<file path="src/rtl/vidctl_port.sv">
module vidctl_port #(
  parameter int NPEN = 16,
  parameter int CW   = 5,
  localparam int PW  = $clog2(NPEN),
  localparam int ENT = NPEN + 1
) (
  input  logic              clk,
  input  logic              rst_n,
  input  logic [15:0]       io_addr,
  input  logic [7:0]        io_wdata,
  input  logic              io_wr,
  input  logic [15:0]       mem_addr,
  input  logic              mem_rd,
  input  logic              hsync_edge,
  output logic [PW-1:0]     pen_sel,
  output logic              border_sel,
  output logic [ENT*CW-1:0] palette,
  output logic [1:0]        mode,
  output logic              lower_rom_en,
  output logic              upper_rom_en,
  output logic              line_cnt_clr,
  output logic              rom_sel
);

  logic       hit;
  logic [1:0] fn;
  logic       wr_pen, wr_col, wr_ctl;
  logic [PW:0] tgt;
  logic [1:0] mode_pend;
  logic       unused_ok;

  assign hit    = io_wr & ~io_addr[15] & io_addr[14];
  assign fn     = io_wdata[7:6];
  assign wr_pen = hit && fn == 2'b00;
  assign wr_col = hit && fn == 2'b01;
  assign wr_ctl = hit && fn == 2'b10;
  assign tgt    = border_sel ? (PW+1)'(ENT-1) : {1'b0, pen_sel};

  always_ff @(posedge clk) begin
    if (!rst_n) begin
      pen_sel    <= '0;
      border_sel <= 1'b0;
    end else if (wr_pen) begin
      border_sel <= io_wdata[4];
      if (!io_wdata[4]) pen_sel <= io_wdata[PW-1:0];
    end
  end

  for (genvar k = 0; k < ENT; k++) begin : g_pal
    logic [CW-1:0] ent_q;
    always_ff @(posedge clk) begin
      if (!rst_n)
        ent_q <= '0;
      else if (wr_col && tgt == (PW+1)'(k))
        ent_q <= io_wdata[CW-1:0];
    end
    assign palette[k*CW +: CW] = ent_q;
  end

  always_ff @(posedge clk) begin
    if (!rst_n) begin
      mode_pend    <= 2'b00;
      mode         <= 2'b00;
      lower_rom_en <= 1'b1;
      upper_rom_en <= 1'b1;
    end else begin
      if (hsync_edge) mode <= mode_pend;
      if (wr_ctl) begin
        mode_pend    <= io_wdata[1:0];
        lower_rom_en <= ~io_wdata[2];
        upper_rom_en <= ~io_wdata[3];
      end
    end
  end

  assign line_cnt_clr = wr_ctl & io_wdata[4];

  assign rom_sel = mem_rd &
                   ((mem_addr[15:14] == 2'b00 & lower_rom_en) |
                    (mem_addr[15:14] == 2'b11 & upper_rom_en));

  assign unused_ok = ^{io_addr[13:0], io_wdata, mem_addr[13:0]};

endmodule

</file>
<file path="config.mk">
export PLATFORM = sky130hd
export DESIGN_NAME = vidctl_port
export DESIGN_NICKNAME = d
export VERILOG_FILES = /design/src/rtl/vidctl_port.sv
export SDC_FILE = /design/constraint.sdc
export NUM_CORES = 1
export LEC_CHECK = 0
export ABC_AREA = 1
export CAP_MARGIN = 20
export CELL_PAD_IN_SITES_DETAIL_PLACEMENT = 0
export CELL_PAD_IN_SITES_GLOBAL_PLACEMENT = 2
export CORE_MARGIN = 1
export CORE_UTILIZATION = 24
export DETAILED_ROUTE_END_ITERATION = 8
export PLACE_DENSITY = 0.82
export SETUP_SLACK_MARGIN = 0.4
export SLEW_MARGIN = 20
export SYNTH_ARGS = -nofsm -noshare
export SYNTH_HDL_FRONTEND = slang
export SYNTH_SLANG_ARGS = --single-unit
</file>
<file path="constraint.sdc">
create_clock -name clk -period 1.5 [get_ports clk]
set_input_delay 0.15 -clock clk [delete_from_list [all_inputs] [get_ports clk]]
set_output_delay 0.15 -clock clk [all_outputs]
set_load 0.05 [all_outputs]
</file>
==> results of run 1 <==
==> stage by stage <==
stage	hold slack (ns)	power (mW)	cell area (µm²)	setup slack [ns]	TNS [ns]
2_1_floorplan	0.2401	2.795	4192	0.1684	0
3_3_place_gp	0.4465	2.969	5479	-0.1716	-9.917
3_5_place_dp	0.4488	2.974	5479	-0.2235	-13.14
4_1_cts	0.3055	5.228	6285	0.2031	0
5_1_grt	0.2803	5.358	6795	0.1255	0
6_report	0.2313	5.173	6795	0.1918	0
==> routing by layer <==
layer | global-route usage (%) | vias to the layer above
met5 | 0 | -
met1 | 20.05 | 1927
met2 | 25.44 | 76
met4 | 6.322 | 0
met3 | 3.410 | 14
li1 | - | 2170
==> how the worst max path moves through the flow <==
stage / start / endpoint / slack [ns] / cells past startpoint
floorplan: border_sel$_SDFFE_PN0P_ / g_pal[0].ent_q[4]$_SDFFE_PN0P_ / 0.17 / 9
global route: border_sel$_SDFFE_PN0P_ / g_pal[11].ent_q[3]$_SDFFE_PN0P_ / 0.13 / 7
global placement: io_wdata[7] / g_pal[13].ent_q[2]$_SDFFE_PN0P_ / -0.17 / 8
detailed placement: io_wdata[7] / g_pal[13].ent_q[0]$_SDFFE_PN0P_ / -0.22 / 8
finish: border_sel$_SDFFE_PN0P_ / g_pal[7].ent_q[4]$_SDFFE_PN0P_ / 0.19 / 7
CTS: pen_sel[0]$_SDFFE_PN0P_ / g_pal[3].ent_q[3]$_SDFFE_PN0P_ / 0.20 / 8
==> sequential cells by signal, summed over array words and instances, names as in the netlist <==
register and cells:
border_sel 1, g_pal.ent_q 85, lower_rom_en 1, mode 2
mode_pend 2, pen_sel 4, upper_rom_en 1
==> worst register-to-register path, stage by stage, from the launching register on <==
cell and delay [ns]:
dfxtp_4 0.39, nor2_4 0.18, nand2_4 0.12, buf_4 0.16, nor2_4 0.15, nand3_1 0.09
nand2_1 0.08, nor2_1 0.06
==> logic make-up after synthesis <==
group           count (synthesis)  synth area share [%]
buf+inv                        92                 8.946
flops                          96                 46.90
simple gates                  373                 39.63
compound gates                 35                 4.519
==> cell type report <==
type,count,area [µm²]
repair buffers,168,1629
clock buffers,11,242.7
clock inverters,5,31.28
well taps,220,275.3
fillers,1675,9847
inverters,70,319.1
multi-input cells,415,2352
flip-flops and latches,96,1946
==> cells in the final DEF (no fill, tap or decap), types with 12 or more instances in the layout <==
master   count
nand2_2     29
nor2_1     133
nand3_2     14
nand2_1    121
nor2_4      16
a21oi_1     22
nand3_1     27
dfxtp_1     87
buf_12      12
inv_1       59
buf_6       25
buf_4      109
nand3_4     18
==> power groups by stage <==
stage	Combinational [mW]	Clock, mW	Sequential [mW]
floorplan	0.143	0	2.65
global placement	0.349	0	2.62
detailed placement	0.353	0	2.62
CTS	0.401	2.27	2.56
global route	0.457	2.34	2.56
finish	0.429	2.18	2.56
==> timing repair <==
item | CTS | global route
cloned | 8 | 2
resized for setup | 77 | 98
pin swaps | 26 | 43
buffers inserted | 17 | 14
endpoints found under the setup margin | 96 | 107
==> insert_results.sql, run 1 <==
INSERT INTO impl_metrics (metric_group, metric, value, unit) VALUES
('synthesis', 'yosysTopAreaCell', 'dfxtp_1', ''),
('die', 'design.die.area', '0.01760', 'mm²'),
('critical_path', 'cpPeakStageDelay', '0.39', 'ns'),
('critical_path', 'path_max_fanout', '5', ''),
('worst_hold_path', 'min_to', 'g_pal[16].ent_q[1]$_SDFFE_PN0P_', ''),
('sta', 'slew-limit-headroom', '76.34', '%'),
('synthesis', 'ys_seq_area_share', '46.90', '%'),
('critical_path', 'setup.reg_to_reg.worst_slack', '0.19', 'ns'),
('place', 'dp.cells', '928', ''),
('die', 'placementRows', '47', ''),
('die', 'core_area', '0.01664', 'mm²'),
('sta', 'setup_violations', '0', ''),
('detailed_routing', 'wl_met1', '6549', 'µm'),
('cells_and_area', 'diodes', '0', ''),
('cells_and_area', 'final_nets', '805', ''),
('sta', 'finalCriticalPeriod', '1.308', 'ns'),
('synthesis', 'synth-main-ff-cell', 'dfxtp_1', ''),
('sta', 'drv_slew', '0', ''),
('critical_path', 'r2r_cells', '7', ''),
('sta', 'clock.fmax', '0.7644', 'GHz'),
('cts', 'clockRootBuffer', 'clkbuf_16', ''),
('cts', 'cts_tree', 'yes', ''),
('cts', 'source_to_sink_clock_delay_at_the_later_pin_of_the_worst_skew_pair', '0.35', 'ns'),
('detailed_routing', 'avgViaCountPerCell', '4.251', ''),
('cells_and_area', 'final_core_util', '40.83', '%'),
('pwr', 'share_comb_of_total_power', '8.3', '%'),
('synthesis', 'ys_top_cells_by_area', 'dfxtp_1, nand2_1, nor2_1', ''),
('detailed_routing', 'dr.pass1.iters', '4', ''),
('detailed_routing', 'avgRoutedWirePerCell', '14.14', 'µm'),
('detailed_routing', 'top_sig_layer', 'met4', ''),
('critical_path', 'setup.worst_path.start_class', 'flop', ''),
('cts', 'cts-hold-fix-buffers', '0', ''),
('critical_path', 'r2r-end', 'g_pal[7].ent_q[4]$_SDFFE_PN0P_', ''),
('cts', 'path_clk_slew', '0.07', 'ns'),
('synthesis', 'synth.top_cells.by_count', 'nand2_1, nor2_1, dfxtp_1, inv_1, nand3_1', ''),
('die', 'die_width', '132.7', 'µm'),
('critical_path', 'critical_path_arrival', '1.55', 'ns'),
('detailed_routing', 'drt_first_iter_violations', '138', ''),
('pwr', 'ir_worst_vdd', '513.9', 'µV'),
('global_route', 'grt-ovfl-total', '0', ''),
('global_route', 'grt_antenna_before_repair', '0', ''),
('worst_hold_path', 'min_delay_path_depth', '3', ''),
('synthesis', 'synth.lib_cells_used.distinct', '23', ''),
('run_status', 'status', 'completed', ''),
('sta', 'clock-skew-final', '0.006485', 'ns'),
('sta', 'worst-slew-pin-transition', '0.3550', 'ns'),
('synthesis', 'syn_nets', '641', ''),
('critical_path', 'worst-path-buf-inv', '1', ''),
('critical_path', 'setup.worst_path.end_class', 'flop', ''),
('global_route', 'maximum_number_of_pins_on_one_net_before_global_route_repair', '75', ''),
('place', 'detailed_place_hpwl', '8786', 'µm'),
('worst_hold_path', 'hp-start', 'io_wdata[1]', ''),
('pwr', 'sw_frac_of_total', '24.97', '%'),
('critical_path', 'critical_path_type', 'reg -> reg', ''),
('die', 'chipHeight', '132.7', 'µm'),
('global_route', 'grt_pass1_wl', '21140', 'µm'),
('global_route', 'number_of_global_route_vias_before_repair', '3894', ''),
('detailed_routing', 'routed-via-count', '4187', ''),
('synthesis', 'synth.most_common_cell', 'nand2_1', ''),
('synthesis', 'yosysWarningCount', '0', ''),
('detailed_routing', 'met3WireLength', '569', 'µm'),
('pwr', 'pwr_density_cell', '761.3', 'mW/mm²'),
('cts', 'numCtsBuffers', '9', ''),
('cells_and_area', 'layout-drive-gt1-share', '38.30', '%'),
('cts', 'cts.sinks', '96', ''),
('sta', 'unrepaired_setup_endpoints_after_global_routing', 'true', ''),
('pwr', 'power.leakage', '3.095', 'nW'),
('critical_path', 'crit_chain', 'nor2_4 > nand2_4 > buf_4 > nor2_4 > nand3_1 > nand2_1 > nor2_1', ''),
('synthesis', 'synthesis.area', '0.004098', 'mm²'),
('pwr', 'power_spent_charging_and_discharging_nets', '1.292', 'mW'),
('critical_path', 'critPathTopFamily', 'simple AND/OR/NAND/NOR gates', '');
Note: power is estimated with default switching activity, not from simulation.
==> run 2: changes to the inputs <==
==> constraint.sdc (replaced) <==
create_clock -name clk -period 1.5 [get_ports clk]
set_input_delay 0.3 -clock clk [delete_from_list [all_inputs] [get_ports clk]]
set_output_delay 0.3 -clock clk [all_outputs]
set_load 0.05 [all_outputs]
==> run 2 against run 1 <==
Compared with the run above: worst hold slack improved by 0.21 ns; flip-flop and latch count did not move; wire length is 6.3% higher; utilization increased by 9.3 points; fmax shrank 5.1%; first-iteration DRC count increased by 25%; sequential power about the same; setup slack got worse by 0.070 ns; final area up 23%; register-to-register slack got worse by 0.05 ns; power grew 3.5%; clock power grew 8%.
==> insert_results.sql, run 2 (synthesized netlist as in run 1, its figures left out) <==
INSERT INTO impl_metrics (metric_group, metric, value, unit) VALUES
('run_status', 'status', 'completed', ''),
('cells_and_area', 'area_delta_synth_final', '103.5', '%'),
('place', 'detailed_place_hpwl', '9362', 'µm'),
('pwr', 'ir_worst_vdd', '456.2', 'µV'),
('sta', 'setup_violations', '0', ''),
('cells_and_area', 'multiInputGateArea', '0.002376', 'mm²'),
('critical_path', 'critical_path_type', 'reg -> out', ''),
('cts', 'source_to_sink_clock_delay_at_the_later_pin_of_the_worst_skew_pair', '0.35', 'ns'),
('die', 'initial_core_utilization', '24.62', '%'),
('detailed_routing', 'post-route-drc-count', '0', ''),
('place', 'io_buffers', '111', ''),
('cells_and_area', 'final_nets', '835', ''),
('cts', 'clock_tree.buffer_depth', '2', ''),
('detailed_routing', 'drt_first_iter_violations', '172', ''),
('critical_path', 'critPathTopFamily', 'flip-flops', ''),
('job', 'maxcap_violations', '0', ''),
('detailed_routing', 'routed_wirelength', '14820', 'µm'),
('sta', 'worst-slew-pin-transition', '0.7628', 'ns'),
('sta', 'slew-limit-headroom', '49.09', '%'),
('die', 'placementRows', '47', ''),
('cts', 'cts_tree', 'yes', ''),
('sta', 'finalCriticalPeriod', '1.378', 'ns'),
('sta', 'drv_slew', '0', ''),
('place', 'dp.cells', '929', ''),
('cells_and_area', 'layout-drive-gt1-share', '52.45', '%'),
('global_route', 'grt-ovfl-total', '0', ''),
('critical_path', 'critical_path_required', '1.20', 'ns'),
('cells_and_area', 'filler_cell_count', '1490', ''),
('cells_and_area', 'diodes', '0', ''),
('detailed_routing', 'routed-via-count', '4437', ''),
('cells_and_area', 'layoutNonFillerInstCount', '1015', ''),
('die', 'ioPinCount', '141', ''),
('critical_path', 'cpPeakStageDelay', '0.34', 'ns'),
('sta', 'fin_crit_sh', '91.86', '%'),
('cts', 'ctsHtreeMaxLevel', '3', ''),
('cells_and_area', 'reg.largest.list', 'g_pal.ent_q x85, pen_sel x4', ''),
('cells_and_area', 'fin_area', '0.008341', 'mm²'),
('cts', 'path_clk_slew', '0.06', 'ns'),
('cells_and_area', 'ff_latch_area', '0.002092', 'mm²'),
('pwr', 'sw_frac_of_total', '24.25', '%'),
('place', 'place.gp.congestion', '0.8204', ''),
('critical_path', 'worst-path-buf-inv', '1', ''),
('sta', 'hold_viol', '0', ''),
('global_route', 'grt_antenna_before_repair', '0', ''),
('sta', 'clock-skew-final', '0.004902', 'ns'),
('place', 'placement.cell_area', '0.006680', 'mm²'),
('pwr', 'p_seq_share', '47.4', '%'),
('cells_and_area', 'number_of_flip_flops_under_the_largest_register_name', '85', ''),
('sta', 'unrepaired_setup_endpoints_after_global_routing', 'true', ''),
('cells_and_area', 'commonest_cells_after_routing_fill_and_taps_aside', 'nor2_1, nand2_1, buf_12', ''),
('die', 'chipHeight', '132.7', 'µm'),
('detailed_routing', 'avgViaCountPerCell', '4.371', ''),
('cts', 'cts.sinks', '96', ''),
('critical_path', 'critical_path_arrival', '1.08', 'ns'),
('pwr', 'pwr_density_cell', '641.8', 'mW/mm²'),
('detailed_routing', 'avgRoutedWirePerCell', '14.60', 'µm'),
('critical_path', 'path_max_fanout', '2', ''),
('die', 'core_area', '0.01664', 'mm²'),
('detailed_routing', 'dr.pass1.iters', '4', ''),
('critical_path', 'setup.worst_path.start_class', 'flop', ''),
('global_route', 'maximum_number_of_pins_on_one_net_before_global_route_repair', '56', ''),
('critical_path', 'setup.worst_path.end_class', 'output port', ''),
('sta', 'timing.final.ws_setup', '0.1221', 'ns'),
('sta', 'fin_setup_tns', '0', 'ns'),
('cts', 'numCtsBuffers', '9', ''),
('critical_path', 'crit_chain', 'nand3_2 > a21boi_4 > buf_12', ''),
('die', 'design.die.area', '0.01760', 'mm²'),
('place', 'detailedPlace.worstSlack', '-0.3300', 'ns'),
('critical_path', 'cp_slowest_cell', 'dfxtp_2', ''),
('cts', 'cts-hold-fix-buffers', '0', ''),
('sta', 'clock.fmax', '0.7257', 'GHz'),
('die', 'die_width', '132.7', 'µm'),
('global_route', 'number_of_global_route_vias_before_repair', '4338', ''),
('pwr', 'p_total', '5.353', 'mW'),
('pwr', 'power.leakage', '3.581', 'nW'),
('global_route', 'grt_usage', '17.07', '%'),
('detailed_routing', 'drtAntennaViolNets', '0', ''),
('pwr', 'power.clock.fraction', '43.8', '%'),
('cells_and_area', 'max_flop_register', 'g_pal.ent_q', ''),
('cells_and_area', 'layout_commonest_cell', 'nor2_1', ''),
('pwr', 'power.internal', '4.055', 'mW'),
('worst_hold_path', 'worst_hold_path_type', 'in -> reg', ''),
('global_route', 'grt_pass1_wl', '23090', 'µm'),
('cts', 'clockRootBuffer', 'clkbuf_16', ''),
('sta', 'fin_hold_ws', '0.4403', 'ns'),
('pwr', 'power_spent_charging_and_discharging_nets', '1.298', 'mW'),
('cells_and_area', 'final_core_util', '50.12', '%'),
('pwr', 'share_comb_of_total_power', '8.8', '%');
run 2: cell count changes in the layout (fill, tap and decap cells not counted), sizes merged:
cell / previous run / this run
dlygate4sd2: 5 / 1
bufinv: 0 / 1
buf: 151 / 185
nand3b: 1 / 2
bufbuf: 2 / 1
dlymetal6s2s: 1 / 0
nand3: 59 / 60
clkinv: 7 / 6
run 2: final cells by class:
type,instances,area share (%)
clock buffers,11,2.910
flip-flops and latches,96,25.08
well taps,220,3.300
inverters,70,3.765
repair buffers,196,35.78
clock inverters,5,0.6751
multi-input cells,417,28.49
run 2: worst paths after layout:
path | from | to | slack [ns] | cells past startpoint
worst min-delay path | rst_n | g_pal[11].ent_q[2]$_SDFFE_PN0P_ | 0.44 | 4
worst max-delay path | upper_rom_en$_SDFFE_PN1P_ | rom_sel | 0.12 | 3
worst max register to register | border_sel$_SDFFE_PN0P_ | g_pal[9].ent_q[3]$_SDFFE_PN0P_ | 0.14 | 8
worst min register to register | mode_pend[1]$_SDFFE_PN0P_ | mode[1]$_SDFFE_PN0P_ | 0.45 | 2
run 2: per-layer routing:
layer	up-vias	GRT usage [%]	share of wire [%]
met5	-	0	0
met4	0	5.556	1.2
met3	14	3.755	4.6
met2	89	29.71	51
met1	2102	20.79	43
li1	2232	-	-
run 2: power by group through the flow:
stage | Sequential [mW] | Combinational, mW | Clock [mW]
after global placement | 2.63 | 0.368 | 0
after global routing | 2.54 | 0.498 | 2.51
after detailed placement | 2.63 | 0.374 | 0
after floorplan | 2.65 | 0.146 | 0
final | 2.54 | 0.470 | 2.35
after CTS | 2.56 | 0.451 | 2.40
run 2: worst min-delay path, delay by kind of cell:
kind                   cells  cell delay, ns
buffers and inverters      2            0.32
AND/OR/NAND/NOR            2            0.12
run 2: repair_timing:
item / CTS / global route
pin swaps: 39 / 36
gates resized for setup: 221 / 71
setup endpoints to repair: 190 / 185
buffers inserted: 42 / 16
cloned: 11 / 1
==> run 3: changes to the inputs <==
--- a/config.mk
+++ b/config.mk
@@ -11,6 +11,7 @@
 export CELL_PAD_IN_SITES_GLOBAL_PLACEMENT = 2
 export CORE_MARGIN = 1
 export CORE_UTILIZATION = 24
+export CTS_BUF_LIST = sky130_fd_sc_hd__clkbuf_16
 export DETAILED_ROUTE_END_ITERATION = 8
 export PLACE_DENSITY = 0.82
 export SETUP_SLACK_MARGIN = 0.4
==> run 3 against run 2 <==
Compared with the run above: register-to-register slack improved by 0.02 ns; via count fell by 0.97%; global-route usage barely moved.
==> insert_results.sql, run 3 (synthesized netlist as in run 1, its figures left out) <==
INSERT INTO impl_metrics (metric_group, metric, value, unit) VALUES
('pwr', 'power.leakage', '3.539', 'nW'),
('pwr', 'ir_worst_vdd', '453.8', 'µV'),
('sta', 'worst-slew-pin-transition', '0.6925', 'ns'),
('sta', 'fin_crit_sh', '90.90', '%'),
('critical_path', 'critical_path_type', 'reg -> out', ''),
('place', 'placement.cell_area', '0.006680', 'mm²'),
('global_route', 'grt_pass1_wl', '23120', 'µm'),
('die', 'core_area', '0.01664', 'mm²'),
('cts', 'cts_tree', 'yes', ''),
('sta', 'setup_violations', '0', ''),
('detailed_routing', 'drtAntennaViolNets', '0', ''),
('cells_and_area', 'reg.largest.list', 'g_pal.ent_q x85, pen_sel x4', ''),
('detailed_routing', 'drt_first_iter_violations', '154', ''),
('pwr', 'pwr_density_cell', '636.7', 'mW/mm²'),
('critical_path', 'critical_path_arrival', '1.06', 'ns'),
('job', 'maxcap_violations', '0', ''),
('cells_and_area', 'ff_latch_area', '0.002095', 'mm²'),
('cells_and_area', 'filler_cell_count', '1488', ''),
('cts', 'clock_tree.buffer_depth', '2', ''),
('global_route', 'grt.met1_usage', '20.88', '%'),
('sta', 'hold_viol', '0', ''),
('critical_path', 'startpoint', 'lower_rom_en$_SDFFE_PN1P_', ''),
('critical_path', 'setup.worst_path.end_class', 'output port', ''),
('detailed_routing', 'routed-via-count', '4394', ''),
('cells_and_area', 'area_delta_synth_final', '102.6', '%'),
('place', 'io_buffers', '111', ''),
('cts', 'ctsHtreeMaxLevel', '3', ''),
('critical_path', 'critical_path_required', '1.20', 'ns'),
('sta', 'clock.fmax', '0.7334', 'GHz'),
('cells_and_area', 'layout_commonest_cell', 'nor2_1', ''),
('run_status', 'status', 'completed', ''),
('global_route', 'number_of_global_route_vias_before_repair', '4338', ''),
('cells_and_area', 'final_nets', '831', ''),
('die', 'placementRows', '47', ''),
('detailed_routing', 'avgViaCountPerCell', '4.346', ''),
('cells_and_area', 'layout-drive-gt1-share', '52.47', '%'),
('critical_path', 'worstReg2RegStart', 'border_sel$_SDFFE_PN0P_', ''),
('sta', 'drv_slew', '0', ''),
('cts', 'numCtsBuffers', '9', ''),
('worst_hold_path', 'worst_hold_path_type', 'in -> reg', ''),
('place', 'detailedPlace.worstSlack', '-0.3300', 'ns'),
('cts', 'clockRootBuffer', 'clkbuf_16', ''),
('cells_and_area', 'max_flop_register', 'g_pal.ent_q', ''),
('sta', 'timing.final.ws_setup', '0.1365', 'ns'),
('sta', 'finalCriticalPeriod', '1.363', 'ns'),
('die', 'chipHeight', '132.7', 'µm'),
('die', 'initial_core_utilization', '24.62', '%'),
('cells_and_area', 'number_of_flip_flops_under_the_largest_register_name', '85', ''),
('detailed_routing', 'routed_wirelength', '14650', 'µm'),
('global_route', 'grt_usage', '17.08', '%'),
('cells_and_area', 'multiInputGateArea', '0.002385', 'mm²'),
('die', 'die_width', '132.7', 'µm'),
('worst_hold_path', 'hp-start', 'rst_n', ''),
('die', 'design.die.area', '0.01760', 'mm²'),
('place', 'place.gp.congestion', '0.8204', ''),
('sta', 'fin_setup_tns', '0', 'ns'),
('critical_path', 'path_max_fanout', '2', ''),
('sta', 'fin_hold_ws', '0.4459', 'ns'),
('global_route', 'grt_busiest_layer', 'met2', ''),
('global_route', 'maximum_number_of_pins_on_one_net_before_global_route_repair', '56', ''),
('global_route', 'grt_antenna_before_repair', '0', ''),
('global_route', 'grt_util_met3', '3.755', '%'),
('cts', 'source_to_sink_clock_delay_at_the_later_pin_of_the_worst_skew_pair', '0.35', 'ns'),
('cells_and_area', 'diodes', '0', ''),
('cells_and_area', 'commonest_cells_after_routing_fill_and_taps_aside', 'nor2_1, nand2_1, buf_12', ''),
('detailed_routing', 'avgRoutedWirePerCell', '14.49', 'µm'),
('detailed_routing', 'dr.pass1.iters', '4', ''),
('cts', 'path_clk_slew', '0.07', 'ns'),
('detailed_routing', 'post-route-drc-count', '0', ''),
('die', 'ioPinCount', '141', ''),
('sta', 'unrepaired_setup_endpoints_after_global_routing', 'true', ''),
('cells_and_area', 'fin_area', '0.008302', 'mm²'),
('sta', 'slew-limit-headroom', '53.78', '%'),
('sta', 'clock-skew-final', '0.008425', 'ns'),
('global_route', 'grt-ovfl-total', '0', ''),
('cts', 'cts.sinks', '96', ''),
('critical_path', 'setup.worst_path.start_class', 'flop', ''),
('place', 'detailed_place_hpwl', '9362', 'µm'),
('global_route', 'grtUsageMet2', '29.62', '%');
[run 3: cell types whose count changed in the layout (fill, tap and decap cells not counted), moves of 2 or more]
cell     before  now
a21oi_1      21   24
nand3_1      38   34
buf_4        52   49
a21oi_2       5    2
nand2_4      10    8
nand3_2       3    7
nand2_2      32   35
[run 3: area by class of cell]
cell class              count  area share [%]
well taps                 220           3.316
clock inverters             7          0.7687
multi-input cells         417           28.73
repair buffers            192           35.49
inverters                  70           3.753
clock buffers               9           2.713
flip-flops and latches     96           25.23
[run 3: per-layer routing]
metal  wire [µm]  vias to the layer above
li1            -                     2225
met1        6362                     2068
met2        7406                       85
met3         680                       16
met4         197                        0
met5           0                        -
[run 3: path summary, 6_finish.rpt]
path	to	slack [ns]	cells after the start
max	rom_sel	0.14	3
max reg2reg	g_pal[15].ent_q[0]$_SDFFE_PN0P_	0.16	7
min reg2reg	mode[1]$_SDFFE_PN0P_	0.45	2
min	g_pal[11].ent_q[0]$_SDFFE_PN0P_	0.45	4
[run 3: report_power, final]
part	switching (mW)	internal [mW]
registers	0.0141	2.52
logic	0.273	0.193
clock network	1.01	1.28
[run 3: critical path, cell delays in order (launching register included)]
cell and delay [ns]:
dfxtp_4 0.36, nand2_4 0.05, a21boi_4 0.17, buf_12 0.15
[run 3: what timing repair did]
| item | in CTS | in global routing |
|---|---|---|
| setup endpoints to repair | 190 | 185 |
| resized for setup | 220 | 73 |
| pin swaps | 37 | 36 |
| hold buffers | 0 | 0 |
| gates cloned | 11 | 1 |
| setup buffers | 41 | 13 |
[run 3: through the flow]
stage                     util, %  cells  total power [mW]
after floorplan                 -    596             2.798
after global placement      40.14    929             2.994
after detailed placement    40.14    929             3.000
after CTS                   47.83    997             5.344
after global routing        49.88   1011             5.474
final                       49.88   1011             5.286
